--- config.mk ---
export PLATFORM = sky130hd
export DESIGN_NAME = boot_mode_seq
export DESIGN_NICKNAME = d
export VERILOG_FILES = /design/src/rtl/bms_pkg.sv /design/src/rtl/bms_sync.sv /design/src/rtl/bms_rst_filter.sv /design/src/rtl/bms_fsm.sv /design/src/rtl/boot_mode_seq.sv
export SDC_FILE = /design/constraint.sdc
export NUM_CORES = 1
export LEC_CHECK = 0
export ABC_CLOCK_PERIOD_IN_PS = 4200
export BUFFER_PORTS_ARGS = -buffer_cell sky130_fd_sc_hd__buf_4
export CORE_ASPECT_RATIO = 0.75
export CORE_UTILIZATION = 40
export CTS_CLUSTER_DIAMETER = 50
export DETAILED_ROUTE_END_ITERATION = 12
export GPL_TIMING_DRIVEN = 1
export HOLD_SLACK_MARGIN = 0.08
export PLACE_DENSITY = 0.58
export SETUP_SLACK_MARGIN = 0.15
export SLEW_MARGIN = 10
export SYNTH_ARGS = -nofsm -noshare
export SYNTH_HDL_FRONTEND = slang
export SYNTH_SLANG_ARGS = --single-unit
--- constraint.sdc ---
create_clock -name clk -period 4.2 [get_ports clk]
set_clock_uncertainty 0.1 [all_clocks]
set_input_delay 0.84 -clock clk [delete_from_list [all_inputs] [get_ports clk]]
set_output_delay 0.84 -clock clk [all_outputs]
set_load 0.005 [all_outputs]
--- src/rtl/bms_pkg.sv ---
package bms_pkg;

  typedef enum logic [2:0] {
    ST_CFG    = 3'd0,
    ST_HOLD   = 3'd1,
    ST_EMU    = 3'd2,
    ST_BOOT   = 3'd3,
    ST_ACTIVE = 3'd4,
    ST_DOZE   = 3'd5
  } bms_state_e;

  localparam int unsigned MODE_W = 6;

endpackage

--- src/rtl/bms_sync.sv ---
module bms_sync #(
  parameter int unsigned      WIDTH   = 2,
  parameter int unsigned      STAGES  = 2,
  parameter logic [WIDTH-1:0] RST_VAL = '1
) (
  input  logic             clk,
  input  logic             arst_n,
  input  logic [WIDTH-1:0] din,
  output logic [WIDTH-1:0] dout
);

  logic [STAGES-1:0][WIDTH-1:0] stg_q;

  generate
    if (STAGES == 1) begin : g_single
      always_ff @(posedge clk or negedge arst_n) begin
        if (!arst_n) stg_q[0] <= RST_VAL;
        else         stg_q[0] <= din;
      end
    end else begin : g_chain
      always_ff @(posedge clk or negedge arst_n) begin
        if (!arst_n) stg_q <= {STAGES{RST_VAL}};
        else         stg_q <= {stg_q[STAGES-2:0], din};
      end
    end
  endgenerate

  assign dout = stg_q[STAGES-1];

endmodule

--- src/rtl/bms_rst_filter.sv ---
module bms_rst_filter #(
  parameter int unsigned MIN_CYC = 2500
) (
  input  logic clk,
  input  logic arst_n,
  input  logic pin_n_s,
  output logic qual
);

  localparam int unsigned CW = $clog2(MIN_CYC + 1);

  logic [CW-1:0] cnt_q, cnt_d;
  logic          qual_q, qual_d;
  logic          upd_en;

  // count consecutive synchronized low samples; qualify on the MIN_CYC-th
  always_comb begin
    cnt_d  = cnt_q;
    qual_d = qual_q;
    if (pin_n_s) begin
      cnt_d  = '0;
      qual_d = 1'b0;
    end else if (!qual_q) begin
      if (cnt_q == CW'(MIN_CYC - 1)) qual_d = 1'b1;
      else                           cnt_d  = cnt_q + 1'b1;
    end
  end

  assign upd_en = (cnt_d != cnt_q) || (qual_d != qual_q);

  always_ff @(posedge clk or negedge arst_n) begin
    if (!arst_n) begin
      cnt_q  <= '0;
      qual_q <= 1'b0;
    end else if (upd_en) begin
      cnt_q  <= cnt_d;
      qual_q <= qual_d;
    end
  end

  assign qual = qual_q;

endmodule

--- src/rtl/bms_fsm.sv ---
module bms_fsm
  import bms_pkg::*;
#(
  parameter int unsigned TMO_CYC = 4096
) (
  input  logic clk,
  input  logic arst_n,
  input  logic por,
  input  logic rst_qual,
  input  logic prog_act,
  input  logic cfg_done,
  input  logic boot_done,
  input  logic idle,
  input  logic wake,
  output logic cfg_req,
  output logic hold,
  output logic emu_en,
  output logic boot_req,
  output logic active,
  output logic doze
);

  localparam int unsigned TW = $clog2(TMO_CYC + 1);

  bms_state_e    state_q, state_d;
  logic [TW-1:0] tmo_q, tmo_d;
  logic          fault_q, fault_d;
  logic          rq_q;
  logic          rst_rise;
  logic          tmo_hit;
  logic          st_en, tmo_en, fault_en;

  assign rst_rise = rst_qual & ~rq_q;
  assign tmo_hit  = (tmo_q == TW'(TMO_CYC - 1));

  // next-state logic
  always_comb begin
    state_d = state_q;
    tmo_d   = '0;
    fault_d = fault_q;
    if (por) begin
      state_d = ST_CFG;
      fault_d = 1'b0;
    end else if (rst_rise && (state_q != ST_CFG)) begin
      state_d = ST_CFG;
      fault_d = 1'b0;
    end else begin
      unique case (state_q)
        ST_CFG: begin
          if (cfg_done) begin
            if (rst_qual) state_d = prog_act ? ST_EMU : ST_HOLD;
            else          state_d = ST_BOOT;
          end else if (tmo_hit) begin
            state_d = ST_HOLD;
            fault_d = 1'b1;
          end else begin
            tmo_d = tmo_q + 1'b1;
          end
        end
        ST_HOLD: begin
          if (!rst_qual && !fault_q) state_d = ST_BOOT;
        end
        ST_EMU: begin
          if (!rst_qual) begin
            state_d = ST_CFG;
            fault_d = 1'b0;
          end
        end
        ST_BOOT: begin
          if (boot_done) begin
            state_d = ST_ACTIVE;
          end else if (tmo_hit) begin
            state_d = ST_HOLD;
            fault_d = 1'b1;
          end else begin
            tmo_d = tmo_q + 1'b1;
          end
        end
        ST_ACTIVE: begin
          if (idle && !wake) state_d = ST_DOZE;
        end
        ST_DOZE: begin
          if (wake) state_d = ST_ACTIVE;
        end
        default: begin
          state_d = ST_CFG;
          fault_d = 1'b0;
        end
      endcase
    end
  end

  assign st_en    = (state_d != state_q);
  assign tmo_en   = (tmo_d != tmo_q);
  assign fault_en = (fault_d != fault_q);

  // register process
  always_ff @(posedge clk or negedge arst_n) begin
    if (!arst_n) begin
      state_q <= ST_CFG;
      tmo_q   <= '0;
      fault_q <= 1'b0;
      rq_q    <= 1'b0;
    end else begin
      if (st_en)    state_q <= state_d;
      if (tmo_en)   tmo_q   <= tmo_d;
      if (fault_en) fault_q <= fault_d;
      rq_q <= rst_qual;
    end
  end

  assign cfg_req  = (state_q == ST_CFG);
  assign hold     = (state_q == ST_HOLD);
  assign emu_en   = (state_q == ST_EMU);
  assign boot_req = (state_q == ST_BOOT);
  assign active   = (state_q == ST_ACTIVE);
  assign doze     = (state_q == ST_DOZE);

endmodule

--- src/rtl/boot_mode_seq.sv ---
module boot_mode_seq
  import bms_pkg::*;
#(
  parameter int unsigned RST_MIN_CYC = 2500,
  parameter int unsigned TMO_CYC     = 4096,
  parameter int unsigned SYNC_STAGES = 2
) (
  input  logic clk,
  input  logic arst_n,
  input  logic por_i,
  input  logic reset_pin_n,
  input  logic prog_pin_n,
  input  logic cfg_done_i,
  input  logic boot_done_i,
  input  logic idle_i,
  input  logic wake_i,
  output logic cfg_req_o,
  output logic hold_o,
  output logic emu_en_o,
  output logic boot_req_o,
  output logic active_o,
  output logic doze_o
);

  localparam int unsigned PIN_W = 2;

  logic [PIN_W-1:0] pin_s;
  logic             rst_pin_s;
  logic             prog_act;
  logic             rst_qual;

  bms_sync #(
    .WIDTH  (PIN_W),
    .STAGES (SYNC_STAGES),
    .RST_VAL({PIN_W{1'b1}})
  ) u_pin_sync (
    .clk   (clk),
    .arst_n(arst_n),
    .din   ({reset_pin_n, prog_pin_n}),
    .dout  (pin_s)
  );

  assign rst_pin_s = pin_s[1];
  assign prog_act  = ~pin_s[0];

  bms_rst_filter #(
    .MIN_CYC(RST_MIN_CYC)
  ) u_rst_filter (
    .clk    (clk),
    .arst_n (arst_n),
    .pin_n_s(rst_pin_s),
    .qual   (rst_qual)
  );

  bms_fsm #(
    .TMO_CYC(TMO_CYC)
  ) u_fsm (
    .clk      (clk),
    .arst_n   (arst_n),
    .por      (por_i),
    .rst_qual (rst_qual),
    .prog_act (prog_act),
    .cfg_done (cfg_done_i),
    .boot_done(boot_done_i),
    .idle     (idle_i),
    .wake     (wake_i),
    .cfg_req  (cfg_req_o),
    .hold     (hold_o),
    .emu_en   (emu_en_o),
    .boot_req (boot_req_o),
    .active   (active_o),
    .doze     (doze_o)
  );

endmodule

======== Word-level counts from Yosys, hierarchy flattened ========
Cells that the tools add are included.
word-level totals
  flip-flop bits (word level) ............. 35
  bits of input ports ..................... 9
operators by class
  $add $sub $neg .......................... 2
  equality and inequality tests ........... 12
  multiplexer cells ....................... 31
  bitwise gates (word level) .............. 2
  reductions and logical operators ........ 10
operators by type and width
  cell                                                                number
  13-bit two-way mux                                                  5
  12-bit two-way mux                                                  3
  3-bit two-way mux                                                   10
  13-bit case mux with 2 select lines                                 1
  3-bit case mux with 6 select lines                                  1
  13-bit by 1-bit adder with 13-bit output (second input constant)    1
  13-bit by 12-bit == test with 1-bit output (second input constant)  1
  13-bit inequality test                                              1
  12-bit by 1-bit adder with 12-bit output (second input constant)    1
  12-bit == test (second input constant)                              1
  12-bit inequality test                                              1
  1-bit two-way mux                                                   9
  3-bit by 2-bit == test with 1-bit output (second input constant)    2
  3-bit == test (second input constant)                               2
  1-bit case mux with 4 select lines                                  1
  3-bit by 1-bit == test with 1-bit output (second input constant)    1
  1-bit logical AND                                                   3
  1-bit logical NOT                                                   3
  3-bit logical NOT                                                   1
  3-bit inequality test                                               1
  3-bit nonzero test                                                  1
  3-bit OR reduction                                                  1
  2-bit two-way mux                                                   1
  1-bit inequality test                                               2
  other kinds (3)                                                     3

======== Logic depth before layout (Yosys ltp) ========
Gate-level depths: netlist of the first run.
  depth in word-level cells ............... 7
  depth in mapped cells ................... 6
  depth with buffers taken out ............ 5

======== Modules after synthesis ========
A second synthesis of the first run with hierarchy kept.
unflattened totals
  cells, all modules ...................... 195
  area, all modules ....................... 1906.8 µm²
modules (own cells, without submodules)
  module          instances  cells each  area an instance (µm²)  seq. area each (µm²)
  bms_fsm         1          108         1029.7                  450.4
  bms_rst_filter  1          80          753.2                   325.3
  bms_sync        1          6           120.1                   105.1
  boot_mode_seq   1          1           3.8                     0.0

======== Least setup slack after synthesis of the first run ========
OpenSTA, ideal clock, no wires.
  path kind ............................... in2reg
  start ................................... input port boot_done_i
  end ..................................... register u_fsm.tmo_q[10]
  setup time .............................. 0.071 ns
  arrival ................................. 1.727 ns
  path slack .............................. 2.302 ns
  cell stages on the path ................. 5
  path buffers ............................ 1
  cells stage by stage .................... and3b_1 o21bai_1 or3_4 buf_6 nor2_1
on the way
  longest elaborated chain between the ends .. 5
RTL lines
  what                                   line                 RTL
  start: declaration                     boot_mode_seq.sv:14  input logic boot_done_i,
  13-bit two-way mux *                   bms_fsm.sv:70        if (boot_done) begin
  13-bit case mux with 2 select lines *  bms_fsm.sv:48        unique case (state_q)
  13-bit two-way mux *                   bms_fsm.sv:44        end else if (rst_rise && (state_q != ST_CFG)) begin
  13-bit two-way mux *                   bms_fsm.sv:41        if (por) begin
  13-bit inequality test                 bms_fsm.sv:94        assign tmo_en = (tmo_d != tmo_q);
  end signal: assignment                 bms_fsm.sv:106       if (tmo_en) tmo_q <= tmo_d;
  end: declaration                       bms_fsm.sv:26        logic [TW-1:0] tmo_q, tmo_d;
Mark *: on every way between the ends. The rest lies on a longest branch, timed or not.
A chain may end at the register's enable or synchronous reset.

======== Worst setup path in the final report of the first run ========
  start ................................... register u_fsm.state_q[0]
  end ..................................... output port boot_req_o
on the way
  longest elaborated chain between the ends .. 1
RTL lines
  what                                      line                 RTL
  start: declaration                        bms_fsm.sv:25        bms_state_e state_q, state_d;
  start signal: assignment                  bms_fsm.sv:105       if (st_en) state_q <= state_d;
  3-bit by 2-bit == test with 1-bit output  bms_fsm.sv:115       assign boot_req = (state_q == ST_BOOT);
  end: declaration                          boot_mode_seq.sv:20  output logic boot_req_o,
No other way between the ends.

==> flow_summary_export.csv, run 1 <==
group,metric,value,unit
placement,number_of_cells_in_the_design_after_placement,237,
floorplan,floorplan.die.height,58.9,µm
global_route,wire_length_of_the_first_global_routing_pass,5510,µm
clocking,clk_transition_reported_paths,0.07,ns
global_route,number_of_global_route_vias_before_repair,1211,
floorplan,initial_utilization,42.0,%
placement,gp_routability_congestion,0.784,
drt,antenna_violating_nets_post_route,0,
cells_and_area,finish.cell_count_without_fillers,245,
global_route,number_of_antenna_violations_at_the_first_check_in_global_routing,0,
cells_and_area,final.fill_count,386,
drt,totalWireLength,3320,µm
pwr,switching_component_of_the_power,170,µW
clocking,cts_setup_buffers,0,
worst_setup_path,cpPeakStageDelay,0.52,ns
global_route,globalRouteOverflowTotal,0,
synth,synth.ff_latch_count,35,
clocking,clock_latency,0.28,ns
clocking,tritoncts.num_buffers,5,
clocking,clock_tree.htree_level_count,2,
floorplan,top_level_ports,15,
drt,vias,1271,
pwr,p_comb_share,11.1,%
clocking,clockBufferDepth,2,
cells_and_area,most_frequent_standard_cell_in_the_layout_excluding_fill_and_tap_cells,"dfrtp_1",
synth,average_instance_area_after_synthesis,9.92,µm²
timing,final_max_slew_viol_count,0,
cells_and_area,final_cell_mix,"dfrtp_1, nor2_1, xnor2_1, buf_4, nor3_1",
worst_setup_path,critical_path.max_fanout,11,
timing,finalWorstPathRequiredPeriod,2.41,ns
synth,post_synth_num_cell_types,38,
timing,max-slew-margin-rel,54.8,%
global_route,grt_usage,15.9,%
drt,avgViaCountPerCell,5.19,
timing,post-route-period-util,57.4,%
drt,drt_pass1_iterations,4,
timing,fin_setup_tns,0,ns
pwr,power.static_leakage,0.000791,µW
floorplan,chipWidth,77.8,µm
worst_setup_path,cp_data_required_time,3.26,ns
timing,grt_setup_unrepaired,"no",
worst_hold_path,hold_path_class,"register to register",
floorplan,floorplan.rows,20,
synth,syn_area,1730,µm²
synth,synth_seq_area_share,51.1,%
synth,number_of_enable_flip_flop_cells_after_synthesis,0,
timing,tightest_slew,0.671,ns
placement,detailedPlace.worstSlack,2.08,ns
pwr,powerDensity,362,nW/µm²
timing,fmax,0.415,GHz
clocking,postCtsResizedCells,0,
clocking,clock_sink_count,35,
synth,postSynthNetCount,185,
synth,synth-async-reset-ratio,100,%
drt,drc_errors,0,
worst_setup_path,worst_setup_path_end_kind,"primary output",
cells_and_area,antenna_cells,0,
placement,port_buffers,14,
clocking,ctsRootBufferMaster,"clkbuf_8",
clocking,cts_tree,"done",
drt,drc_violation_total_after_the_first_tritonroute_iteration,64,
cells_and_area,design.final.nets,200,
pwr,clock_power_share,37.3,%
pwr,cell_internal_pwr,539,µW
cells_and_area,layout-drive-gt1-share,16.8,%
worst_setup_path,crit_chain,"inv_1 > nor3b_1 > buf_4",
pwr,vdd_drop_max,0.157,mV
floorplan,fp.dieArea,4580,µm²
global_route,grt_start_max_net_pins,36,
drt,post_drt_wl_per_cell,13.5,µm
pwr,pwr-share-seq,51.6,%
worst_setup_path,cpMaxStageDelayCell,"dfrtp_1",
pwr,design_power_total,709,µW
pwr,swShare,24.0,%
timing,post-route-worst-setup-slack,1.79,ns
synth,synth-main-ff-cell,"dfrtp_1",
worst_setup_path,critical_path_arrival,1.47,ns
clocking,postCtsHoldBufs,0,
worst_setup_path,path_class,"register to primary output",
synth,postSynthCellCount,174,
worst_setup_path,setup.worst_path.start_class,"register",
placement,dp.final_hpwl,2310,µm
cells_and_area,synthToLayoutAreaGrowth,13.6,%
timing,finalSetupViolCount,0,
timing,fin_hold_ws,0.264,ns
floorplan,placeableCoreArea,4100,µm²
run_status,status,"complete, no violations",
timing,finalHoldViolCount,0,
job,cap_viol_max_count,0,
synth,yosys_warnings,0,
-- area by class of cell --
class / instances / area [µm²] / share of cell area (%)
repair buffers: 14 / 105 / 5.36
flip-flops and latches: 35 / 881 / 45.0
well taps: 55 / 68.8 / 3.51
inverters: 10 / 37.5 / 1.92
clock buffers: 8 / 100 / 5.11
multi-input cells: 123 / 767 / 39.1
-- synthesized netlist by cell type, types with 4 or more instances --
cell | number | area, µm²
xnor2_1 | 15 | 131
a31oi_1 | 4 | 25.0
nor3_1 | 11 | 55.1
nand3_1 | 7 | 35.0
a21oi_1 | 7 | 35.0
dfstp_2 | 4 | 105
nor2_1 | 30 | 113
nand2_1 | 6 | 22.5
dfrtp_1 | 31 | 776
inv_1 | 10 | 37.5
-- layer usage --
| layer | routed length [µm] | part of all wire (%) | GRT usage, % |
|---|---|---|---|
| met1 | 1680 | 51 | 20.9 |
| met2 | 1430 | 43 | 24.7 |
| met3 | 174 | 5.2 | 5.89 |
| met4 | 27 | 0.81 | 5.12 |
| met5 | 0 | 0 | 0 |
-- critical path, delay by kind of cell (launching register included) --
kind / cells / cell delay (ns)
buf+inv: 2 / 0.33
flops: 1 / 0.52
simple gates: 1 / 0.34
-- cells by family (layout without fill, tap and decap cells) --
| logic type | Yosys count | count (layout) | synth area share [%] |
|---|---|---|---|
| AND/OR/NAND/NOR | 80 | 80 | 24.7 |
| AO/OA/AOI/OAI | 22 | 22 | 8.63 |
| adder cells (fa/ha/maj) | 2 | 2 | 1.45 |
| XOR/XNOR | 18 | 18 | 9.14 |
| flip-flops | 35 | 35 | 51.1 |
| multiplexers | 1 | 1 | 0.580 |
| buffers and inverters | 16 | 32 | 4.50 |
-- state kept, by name, indices dropped and copies added, names as in the netlist --
register,flops
u_rst_filter.cnt_q,12
u_rst_filter.qual,1
u_fsm.rq_q,1
u_fsm.tmo_q,13
u_fsm.fault_q,1
u_fsm.state_q,3
u_pin_sync.stg_q,2
u_pin_sync.dout,2
-- worst paths after layout --
check / from / endpoint / slack, ns / cells past startpoint
max in group asynchronous: arst_n / u_pin_sync.dout[0] / 3.25 / 1
min reg2reg: u_pin_sync.stg_q[1] / u_pin_sync.dout[1] / 0.26 / 0
max reg2reg: u_fsm.tmo_q[0] / u_fsm.tmo_q[10] / 2.06 / 5
max: u_fsm.state_q[0] / boot_req_o / 1.79 / 3
min: u_pin_sync.stg_q[1] / u_pin_sync.dout[1] / 0.26 / 0
min in group asynchronous: arst_n / u_rst_filter.cnt_q[6] / 0.40 / 1
-- per-stage QoR --
step	cell area (µm²)	utilization, %
after floorplan	1730	-
after global placement	1860	45.3
after detailed placement	1860	45.3
after CTS	1960	47.7
after global routing	1960	47.7
final	1960	47.7
-- power by group through the flow --
stage | Clock (µW) | Combinational (µW) | Sequential [µW]
3_5_place_dp | 0 | 79.5 | 372
6_report | 264 | 78.4 | 366
2_1_floorplan | 0 | 60.9 | 360
5_1_grt | 286 | 89.5 | 368
3_3_place_gp | 0 | 76.6 | 371
4_1_cts | 273 | 79.9 | 366
(Power assumes the default switching activity.)
==> run 2, diff against run 1 <==
ABC_CLOCK_PERIOD_IN_PS = 2400   (was 4200)
clock period = 2.4 ns   (was 4.2 ns; I/O delays follow)
==> run 2 against run 1 <==
Against the previous run: combinational power up 82%; core utilization up 0.34 points; clock-buffer cell count decreased by 3; first-iteration DRC count shrank 4.7%; worst hold slack lost 0.076 ns; register-to-register slack worse by 1.6 ns; final area up 0.70%; sequential cell count did not move; total power increased by 70%; clock power up 60%; critical path depth stayed put; cell count grew 1.2%; highest routed layer unchanged.
==> flow_summary_export.csv, run 2 (synthesis results as in run 1) <==
group,metric,value,unit
cells_and_area,final_cell_mix,"dfrtp_1, nor2_1, buf_4, xnor2_1, nor3_1",
placement,number_of_cells_in_the_design_after_placement,239,
worst_setup_path,critical_path_arrival,1.54,ns
global_route,globalRouteOverflowTotal,0,
timing,tightest_slew,0.522,ns
worst_setup_path,setup.reg_to_reg.worst_slack,0.43,ns
clocking,postCtsResizedCells,0,
worst_setup_path,timing.rr.end,"u_fsm.tmo_q[8]",
timing,max-slew-margin-rel,64.7,%
worst_setup_path,cp_data_required_time,1.82,ns
drt,antenna_violating_nets_post_route,0,
cells_and_area,antenna_cells,0,
drt,drt_pass1_iterations,4,
timing,finalSetupViolCount,0,
clocking,tritoncts.num_buffers,5,
global_route,grt_usage,17.3,%
clocking,cts_tree,"done",
placement,detailedPlace.worstSlack,0.434,ns
drt,vias,1289,
floorplan,fp.dieArea,4580,µm²
floorplan,placeableCoreArea,4100,µm²
cells_and_area,most_frequent_standard_cell_in_the_layout_excluding_fill_and_tap_cells,"dfrtp_1",
worst_hold_path,hold_path_class,"input port to register",
clocking,clk_transition_reported_paths,0.08,ns
cells_and_area,top_reg_by_flops,"u_fsm.tmo_q",
clocking,clock_sink_count,35,
global_route,wire_length_of_the_first_global_routing_pass,5800,µm
worst_setup_path,critical_path.max_fanout,11,
pwr,power.static_leakage,0.000793,µW
clocking,postCtsHoldBufs,1,
floorplan,chipWidth,77.8,µm
pwr,vdd_drop_max,0.343,mV
clocking,cts_setup_buffers,0,
timing,final_max_slew_viol_count,0,
job,cap_viol_max_count,0,
global_route,grt_start_max_net_pins,36,
timing,finalWorstPathRequiredPeriod,2.12,ns
clocking,ctsRootBufferMaster,"clkbuf_8",
worst_setup_path,path_class,"register to primary output",
timing,grt_setup_unrepaired,"no",
timing,fmax,0.472,GHz
floorplan,initial_utilization,42.0,%
drt,drc_errors,0,
worst_setup_path,cp-endpoint,"boot_req_o",
placement,gp_routability_congestion,0.837,
clocking,clockBufferDepth,2,
run_status,status,"complete, no violations",
cells_and_area,finish.cell_count_without_fillers,248,
timing,post-route-worst-setup-slack,0.281,ns
floorplan,floorplan.die.height,58.9,µm
drt,drc_violation_total_after_the_first_tritonroute_iteration,61,
cells_and_area,largest_register_ff_count,13,
drt,post_drt_wl_per_cell,13.4,µm
cells_and_area,layout-drive-gt1-share,18.1,%
cells_and_area,design.final.nets,203,
worst_hold_path,timing.hold.worst_path_depth,1,
timing,fin_hold_ws,0.188,ns
placement,port_buffers,14,
worst_setup_path,setup.worst_path.start,"u_fsm.state_q[0]",
worst_setup_path,worst_setup_path_end_kind,"primary output",
timing,post-route-period-util,88.3,%
drt,totalWireLength,3330,µm
placement,placed_cell_area,1870,µm²
drt,avgViaCountPerCell,5.20,
global_route,number_of_global_route_vias_before_repair,1207,
worst_setup_path,setup.worst_path.start_class,"register",
floorplan,top_level_ports,15,
worst_setup_path,worst-r2r-cell-count,4,
worst_setup_path,regToRegStartpoint,"u_fsm.state_q[1]",
cells_and_area,top_regs,"u_fsm.tmo_q: 13 flops, u_rst_filter.cnt_q: 12 flops, u_fsm.state_q: 3 flops",
clocking,clock_latency,0.29,ns
floorplan,floorplan.rows,20,
global_route,number_of_antenna_violations_at_the_first_check_in_global_routing,0,
cells_and_area,final.fill_count,393,
cells_and_area,layout.cell_area.non_filler,1970,µm²
placement,dp.final_hpwl,2390,µm
timing,fin_setup_tns,0,ns
timing,finalHoldViolCount,0,
clocking,clock_tree.htree_level_count,2,
cells_and_area,synthToLayoutAreaGrowth,14.4,%
pwr,powerDensity,611,nW/µm²
-- run 2: cell types whose count changed in the layout (fill, tap and decap cells not counted), sizes merged --
cell,previous run,this run
clkbuf,8,5
buf,14,16
clkinvlp,0,2
clkinv,0,1
dlygate4sd3,0,1
-- run 2: worst max-delay path: stages (launching register included) --
cell,delay [ns]
dfrtp_1,0.53
inv_1,0.17
nor3b_1,0.37
buf_4,0.18
-- run 2: worst min path at each step --
stage / slack (ns) / endpoint / from
after floorplan: 0.08 / u_fsm.fault_q / arst_n
after global placement: 0.25 / u_pin_sync.dout[1] / u_pin_sync.stg_q[1]
after detailed placement: 0.25 / u_pin_sync.dout[1] / u_pin_sync.stg_q[1]
after CTS: 0.17 / u_pin_sync.stg_q[1] / reset_pin_n
after global routing: 0.17 / u_pin_sync.stg_q[1] / reset_pin_n
final: 0.19 / u_pin_sync.stg_q[1] / reset_pin_n
-- run 2: layout make-up --
cell class | instances | area (µm²) | area share, %
clock buffers | 5 | 68.8 | 3.49
inverters | 10 | 37.5 | 1.90
flip-flops and latches | 35 | 881 | 44.6
well taps | 55 | 68.8 | 3.49
multi-input cells | 123 | 767 | 38.9
clock inverters | 3 | 20.0 | 1.01
repair buffers | 17 | 130 | 6.59
-- run 2: power by group --
group	internal [µW]	total, µW	switching (µW)
registers	609	640	31.1
clock network	202	423	221
logic	72.3	143	70.7
-- run 2: routing by layer --
| metal | part of all wire (%) | GRT usage (%) |
|---|---|---|
| met5 | 0 | 0 |
| met4 | 2.3 | 9.70 |
| met3 | 6.0 | 5.43 |
| met2 | 40 | 23.1 |
| met1 | 52 | 24.6 |
-- run 2: stage by stage --
| stage | total power (µW) | util [%] |
|---|---|---|
| after global placement | 787 | 45.7 |
| final | 1210 | 48.1 |
| after CTS | 1230 | 48.1 |
| after detailed placement | 793 | 45.7 |
| after global routing | 1270 | 48.1 |
| after floorplan | 737 | - |
